===== config.mk =====
export PLATFORM = sky130hd
export DESIGN_NAME = rstpin_ctrl
export DESIGN_NICKNAME = d
export VERILOG_FILES = /design/src/rtl/rstpin_pkg.sv /design/src/rtl/rstpin_sync.sv /design/src/rtl/rstpin_guard.sv /design/src/rtl/rstpin_timer.sv /design/src/rtl/rstpin_regs.sv /design/src/rtl/rstpin_ctrl.sv
export SDC_FILE = /design/constraint.sdc
export NUM_CORES = 1
export LEC_CHECK = 0
export ABC_CLOCK_PERIOD_IN_PS = 2000
export BUFFER_PORTS_ARGS = -buffer_cell sky130_fd_sc_hd__buf_2
export CAP_MARGIN = 20
export CORE_UTILIZATION = 50
export DETAILED_ROUTE_END_ITERATION = 10
export PLACE_DENSITY = 0.71
export SLEW_MARGIN = 40
export SYNTH_ARGS = -nofsm -noshare
export SYNTH_HDL_FRONTEND = slang
export SYNTH_SLANG_ARGS = --single-unit

===== constraint.sdc =====
create_clock -name clk -period 2 [get_ports clk]
set_input_delay 0.2 -clock clk [delete_from_list [all_inputs] [get_ports clk]]
set_output_delay 0.2 -clock clk [all_outputs]
set_load 0.05 [all_outputs]

===== src/rtl/rstpin_pkg.sv =====
package rstpin_pkg;

   typedef enum logic [0:0] {
      DRV_IDLE = 1'b0,
      DRV_LOW  = 1'b1
   } drv_state_e;

   // Cycles covering ms milliseconds at clk_hz, rounded up.
   function automatic longint unsigned cycles_for_ms(input longint unsigned clk_hz,
                                                     input longint unsigned ms);
      return (clk_hz * ms + 64'd999) / 64'd1000;
   endfunction

endpackage


===== src/rtl/rstpin_sync.sv =====
module rstpin_sync #(
   parameter int STAGES = 2
) (
   input  logic clk,
   input  logic rst_n,
   input  logic d,
   output logic q
);

   logic [STAGES-1:0] sh;

   for (genvar i = 0; i < STAGES; i++) begin : g_stage
      if (i == 0) begin : g_first
         always_ff @(posedge clk or negedge rst_n) begin
            if (!rst_n) sh[0] <= 1'b1;
            else        sh[0] <= d;
         end
      end else begin : g_next
         always_ff @(posedge clk or negedge rst_n) begin
            if (!rst_n) sh[i] <= 1'b1;
            else        sh[i] <= sh[i-1];
         end
      end
   end

   assign q = sh[STAGES-1];

endmodule


===== src/rtl/rstpin_guard.sv =====
module rstpin_guard #(
   parameter int SYNC_STAGES  = 2,
   parameter int BLANK_CYCLES = 4
) (
   input  logic clk,
   input  logic rst_n,
   input  logic pin_in,
   input  logic drive,
   input  logic arm,
   output logic ext_rst
);

   localparam int BW = $clog2(BLANK_CYCLES + 1);

   logic          pin_s;
   logic [BW-1:0] blank_cnt;
   logic          blank;

   rstpin_sync #(.STAGES(SYNC_STAGES)) u_sync (
      .clk   (clk),
      .rst_n (rst_n),
      .d     (pin_in),
      .q     (pin_s)
   );

   assign blank = drive || arm || (blank_cnt != '0);

   always_ff @(posedge clk or negedge rst_n) begin
      if (!rst_n) begin
         blank_cnt <= '0;
      end else if (drive || arm) begin
         blank_cnt <= BW'(BLANK_CYCLES);
      end else if (blank_cnt != '0) begin
         blank_cnt <= blank_cnt - BW'(1);
      end
   end

   always_ff @(posedge clk or negedge rst_n) begin
      if (!rst_n) ext_rst <= 1'b0;
      else        ext_rst <= !pin_s && !blank;
   end

endmodule


===== src/rtl/rstpin_timer.sv =====
module rstpin_timer
   import rstpin_pkg::*;
#(
   parameter int               CNT_W    = 8,
   parameter logic [CNT_W-1:0] LOAD_VAL = '0
) (
   input  logic clk,
   input  logic rst_n,
   input  logic start,
   output logic busy,
   output logic done
);

   drv_state_e       state;
   logic [CNT_W-1:0] cnt;

   always_ff @(posedge clk or negedge rst_n) begin
      if (!rst_n) begin
         state <= DRV_IDLE;
         cnt   <= '0;
      end else begin
         unique case (state)
            DRV_IDLE: begin
               if (start) begin
                  state <= DRV_LOW;
                  cnt   <= LOAD_VAL;
               end
            end
            DRV_LOW: begin
               if (cnt == '0) state <= DRV_IDLE;
               else           cnt   <= cnt - CNT_W'(1);
            end
            default: state <= DRV_IDLE;
         endcase
      end
   end

   assign busy = (state == DRV_LOW);
   assign done = busy && (cnt == '0);

endmodule


===== src/rtl/rstpin_regs.sv =====
module rstpin_regs #(
   parameter int                ADDR_W    = 8,
   parameter int                DATA_W    = 8,
   parameter logic [ADDR_W-1:0] CFG_ADDR  = '0,
   parameter logic [ADDR_W-1:0] MASK_ADDR = '1,
   parameter logic [DATA_W-1:0] CFG_DEF   = '0,
   parameter logic [DATA_W-1:0] MASK_DEF  = '0,
   parameter int                TRIG_BIT  = 4,
   parameter int                EN_BIT    = 7
) (
   input  logic              clk,
   input  logic              rst_n,
   input  logic              wr_en,
   input  logic [ADDR_W-1:0] wr_addr,
   input  logic [DATA_W-1:0] wr_data,
   input  logic              busy,
   input  logic              done,
   input  logic              soft_rst,
   output logic [DATA_W-1:0] cfg_q,
   output logic [DATA_W-1:0] mask_q,
   output logic              start
);

   logic              cfg_hit, mask_hit;
   logic [DATA_W-1:0] cfg_d, mask_d;

   assign cfg_hit  = wr_en && (wr_addr == CFG_ADDR);
   assign mask_hit = wr_en && (wr_addr == MASK_ADDR);
   assign start    = cfg_q[TRIG_BIT] && mask_q[EN_BIT] && !busy && !soft_rst;

   always_comb begin
      cfg_d = cfg_q;
      if (cfg_hit) cfg_d = wr_data;
      if (busy) begin
         cfg_d[TRIG_BIT] = !done;
      end else if (start) begin
         cfg_d[TRIG_BIT] = 1'b1;
      end else if (!cfg_hit && cfg_q[TRIG_BIT]) begin
         cfg_d[TRIG_BIT] = 1'b0;
      end
   end

   assign mask_d = mask_hit ? wr_data : mask_q;

   always_ff @(posedge clk or negedge rst_n) begin
      if (!rst_n) begin
         cfg_q  <= CFG_DEF;
         mask_q <= MASK_DEF;
      end else if (soft_rst) begin
         cfg_q  <= CFG_DEF;
         mask_q <= MASK_DEF;
      end else begin
         cfg_q  <= cfg_d;
         mask_q <= mask_d;
      end
   end

endmodule


===== src/rtl/rstpin_ctrl.sv =====
module rstpin_ctrl
   import rstpin_pkg::*;
#(
   parameter int                ADDR_W       = 8,
   parameter int                DATA_W       = 8,
   parameter logic [ADDR_W-1:0] CFG_ADDR     = 8'h40,
   parameter logic [ADDR_W-1:0] MASK_ADDR    = 8'h44,
   parameter logic [DATA_W-1:0] CFG_DEFAULT  = 8'h01,
   parameter logic [DATA_W-1:0] MASK_DEFAULT = 8'h00,
   parameter int                TRIG_BIT     = 4,
   parameter int                EN_BIT       = 7,
   parameter longint unsigned   CLK_HZ       = 64'd50_000_000,
   parameter longint unsigned   PULSE_MS     = 64'd20,
   parameter int                SYNC_STAGES  = 2,
   parameter int                BLANK_CYCLES = 4
) (
   input  logic              clk,
   input  logic              rst_n,
   input  logic              wr_en,
   input  logic [ADDR_W-1:0] wr_addr,
   input  logic [DATA_W-1:0] wr_data,
   output logic [DATA_W-1:0] cfg_q,
   output logic [DATA_W-1:0] mask2_q,
   input  logic              pin_in,
   output logic              pin_oe,
   output logic              regfile_rst
);

   localparam longint unsigned  PULSE_CYCLES = cycles_for_ms(CLK_HZ, PULSE_MS);
   localparam int               CNT_W        = $clog2(PULSE_CYCLES + 1);
   localparam logic [CNT_W-1:0] LOAD_VAL     = CNT_W'(PULSE_CYCLES - 1);

   if (SYNC_STAGES < 2) begin : g_chk_sync
      $error("rstpin_ctrl: SYNC_STAGES must be at least 2");
   end
   if (BLANK_CYCLES < SYNC_STAGES) begin : g_chk_blank
      $error("rstpin_ctrl: BLANK_CYCLES must cover the synchroniser depth");
   end
   if (TRIG_BIT >= DATA_W || EN_BIT >= DATA_W) begin : g_chk_bits
      $error("rstpin_ctrl: control bit positions exceed DATA_W");
   end
   if (CFG_ADDR == MASK_ADDR) begin : g_chk_addr
      $error("rstpin_ctrl: register addresses collide");
   end
   if (CFG_DEFAULT[TRIG_BIT]) begin : g_chk_def
      $error("rstpin_ctrl: trigger bit must default to 0");
   end
   if (PULSE_CYCLES < 1) begin : g_chk_len
      $error("rstpin_ctrl: pulse length rounds to zero cycles");
   end

   logic start, busy, done;

   rstpin_regs #(
      .ADDR_W    (ADDR_W),
      .DATA_W    (DATA_W),
      .CFG_ADDR  (CFG_ADDR),
      .MASK_ADDR (MASK_ADDR),
      .CFG_DEF   (CFG_DEFAULT),
      .MASK_DEF  (MASK_DEFAULT),
      .TRIG_BIT  (TRIG_BIT),
      .EN_BIT    (EN_BIT)
   ) u_regs (
      .clk      (clk),
      .rst_n    (rst_n),
      .wr_en    (wr_en),
      .wr_addr  (wr_addr),
      .wr_data  (wr_data),
      .busy     (busy),
      .done     (done),
      .soft_rst (regfile_rst),
      .cfg_q    (cfg_q),
      .mask_q   (mask2_q),
      .start    (start)
   );

   rstpin_timer #(
      .CNT_W    (CNT_W),
      .LOAD_VAL (LOAD_VAL)
   ) u_timer (
      .clk   (clk),
      .rst_n (rst_n),
      .start (start),
      .busy  (busy),
      .done  (done)
   );

   rstpin_guard #(
      .SYNC_STAGES  (SYNC_STAGES),
      .BLANK_CYCLES (BLANK_CYCLES)
   ) u_guard (
      .clk     (clk),
      .rst_n   (rst_n),
      .pin_in  (pin_in),
      .drive   (busy),
      .arm     (start),
      .ext_rst (regfile_rst)
   );

   assign pin_oe = busy;

endmodule


==> flow_summary.ini <==
[layout]
nFillCells = 318
stdcell_count = 301
num-nets-final = 276
drive_above_1_share = 0.2964
final_cell_area_mm2 = 0.002554
area_growth_pct = 24.68
diodes = 0
regArea_mm2 = 0.001081
multi_input_area_um2 = 918.4
final_core_util = 0.6723

[clocking]
clk_pin_slew_worst_paths_ps = 90
cts_buffers = 5
clock_path_buffers = 2
clk_latency_ps = 300
cts-root-buf = clkbuf_8
cts_tree = yes
numClockSinks = 43
cts_max_level = 2

[yosys]
synth_top_area_share = 0.4887
avgSynthCellArea_um2 = 10.56
synth_common_cells = dfrtp_1 (40), nor2_1 (27), mux2i_1 (19), nand2_1 (12)
synth_edf_count = 0
ys.flop_type = dfrtp_1
synthesis.instances = 194
netlist_area_mm2 = 0.002048
synth_fp_nets = 218
async_flop_share = 1.000
post-synth-top-count-cell = dfrtp_1
synthTopCellsByArea = dfrtp_1 (49%), mux2i_1 (9.3%), nor2_1 (4.9%)
ys_seq_area_frac = 0.5272
synth-seq-cells = 43
ys_warn_count = 0
yosysUniqueCellTypes = 40
yosys.area.top_type = dfrtp_1

[worst_setup_path]
r2r.worst_path.cells = 4
cp_data_required_time_ps = 2240
crit_path_end_kind = register
crit_buf_inv = 0
path_depth = 4
worst_setup_path_start_kind = register
cp.arrival_ps = 2140
critPathTopFamily = simple AND/OR/NAND/NOR gates
criticalPathCategory = register to register
worst_path_max_delay_cell = or4_1
path_max_fanout = 4
critPathMaxStageDelay_ps = 600
path_common_cell = or3_1
crit_chain = or4_1 > or3_1 > or3_1 > a21oi_1

[sta]
finClkSkew_ps = 13.71
clock.fmax_mhz = 526.5
fin_crit_sh = 0.9498
setup_ws_ps = 100.5
relSlewSlack = 0.6881
slew_viol_final = 0
setup_viol = 0
post-route-min-period_ps = 1900
finalHoldViolCount = 0
fin_tns_setup_ps = 0
tightest_slew_ps = 466.7
rsz0062_at_grt = yes

[floorplan]
die_w_um = 66.01
io_pins = 38
rows = 22
die-area_mm2 = 0.004357
fp.coreArea_mm2 = 0.003799
die_h_um = 66.01
start_util = 0.5392

[drt]
drc = 0
drt-initial-drc-count = 68
drt-wirelength-per-cell_um = 13.80
first_pass_iters = 4
ant_nets = 0
postRouteWirelength_mm = 4.155
viasPerCell = 5.395
vias = 1624

[global_route]
grt_overflow_total = 0
grt_pass1_vias = 1552
grt_start_max_net_pins = 44
grt_pass1_wl_mm = 6.879
grt_usage = 0.2118
antenna_found_initial = 0

[placed_design]
place_ws_ps = 73.77
detailed_place.area_mm2 = 0.002379
dp_hpwl_mm = 2.890
place_inst = 287
gp_congestion = 0.7855
io_buffers = 37

[hold_path]
hold_class = input port to register
whs_path_depth = 2

[power]
p_per_area_mw_per_mm2 = 759.8
irDropWorstVdd_mv = 0.6893
leakagePower_nw = 1.341

[outcome]
status = completed

[job]
drv_cap = 0
==> worst reg2reg max path: stages, from the launching register on <==
cell and delay, ps:
dfrtp_1 420, or4_1 600, or3_1 380, or3_1 310, a21oi_1 120
==> state kept, by name, indices dropped and copies added (netlist names) <==
name,flops
u_guard.blank_cnt,3
u_guard.ext_rst,1
u_guard.u_sync.q,1
u_guard.u_sync.sh,1
u_regs.cfg_q,8
u_regs.mask_q,8
u_timer.busy,1
u_timer.cnt,20
==> final cells by class <==
| class | instances | area share |
|---|---|---|
| clock inverters | 3 | 0.01813 |
| well taps | 48 | 0.02352 |
| repair buffers | 58 | 0.1411 |
| inverters | 5 | 0.007349 |
| multi-input cells | 139 | 0.3596 |
| flip-flops and latches | 43 | 0.4233 |
| clock buffers | 5 | 0.02695 |
==> logic make-up (layout without fill, tap and decap cells) <==
group                      count (synthesis)  in the layout  share of synthesized area
adders and majority gates                  4              4                    0.02444
muxes                                     20             20                    0.09835
xor gates and xnor gates                   6              6                    0.02566
buffers and inverters                     12             71                    0.02932
AOI/OAI and AO/OA                         21             21                    0.06109
and+or+nand+nor                           88             88                     0.2340
DFF                                       43             43                     0.5272
==> per-layer routing <==
| metal | routed length [um] | vias to the layer above | track usage |
|---|---|---|---|
| li1 | - | 808 | - |
| met1 | 1949 | 785 | 0.2688 |
| met2 | 2018 | 25 | 0.3469 |
| met3 | 141 | 6 | 0.06379 |
| met4 | 45 | 0 | 0.06383 |
| met5 | 0 | - | 0 |
==> placed cells by master, fill, tap and decap left out, types with 2 or more instances in the layout <==
master	Yosys	layout
o21ai_0	8	8
dfstp_2	3	3
nor4_1	6	6
nand2_1	12	12
nor3b_1	3	3
nand3_1	3	3
nor2_1	27	27
dfrtp_1	40	39
a21oi_1	5	5
dlygate4sd3_1	0	2
ha_1	4	4
nor3_2	0	2
buf_4	2	18
mux2i_1	19	19
buf_2	0	37
nor3_1	8	6
a211o_1	2	2
xnor2_1	5	5
nand4_1	2	2
or3_1	6	6
or4b_2	2	2
clkbuf_8	0	5
inv_1	5	5
nor2b_1	4	4
or4_1	6	6
==> path summary, 6_finish.rpt <==
kind | end | slack [ps] | startpoint
hold / removal | u_regs.cfg_q[0] | 130 | wr_data[0]
setup reg to reg | u_timer.cnt[15] | 100 | u_timer.cnt[13]
max in group asynchronous | u_guard.u_sync.q | 1340 | rst_n
setup / recovery | u_timer.cnt[15] | 100 | u_timer.cnt[13]
hold reg to reg | u_guard.u_sync.q | 360 | u_guard.u_sync.sh[0]
min in group asynchronous | u_regs.mask_q[3] | 390 | rst_n
==> metrics by stage <==
| stage | hold slack, ps | power, mW |
|---|---|---|
| after floorplan | -95.59 | 1.181 |
| after global placement | 190.2 | 1.264 |
| after detailed placement | 193.4 | 1.274 |
| after CTS | 120.0 | 1.958 |
| after global routing | 121.2 | 2.044 |
| final | 125.2 | 1.940 |
==> power breakdown <==
part	internal [mW]	switching [mW]	leakage [nW]	total, mW
sequential	0.926	0.0280	0.582	0.954
clock	0.376	0.307	0.0548	0.683
combinational	0.114	0.190	0.705	0.304
==> timing repair <==
item,CTS,global route
hold endpoints to repair,41,0
resized for setup,0,2
hold buffers,2,0
setup buffers,0,4
setup endpoints to repair,0,9
Note: power is estimated with default switching activity, not from simulation.
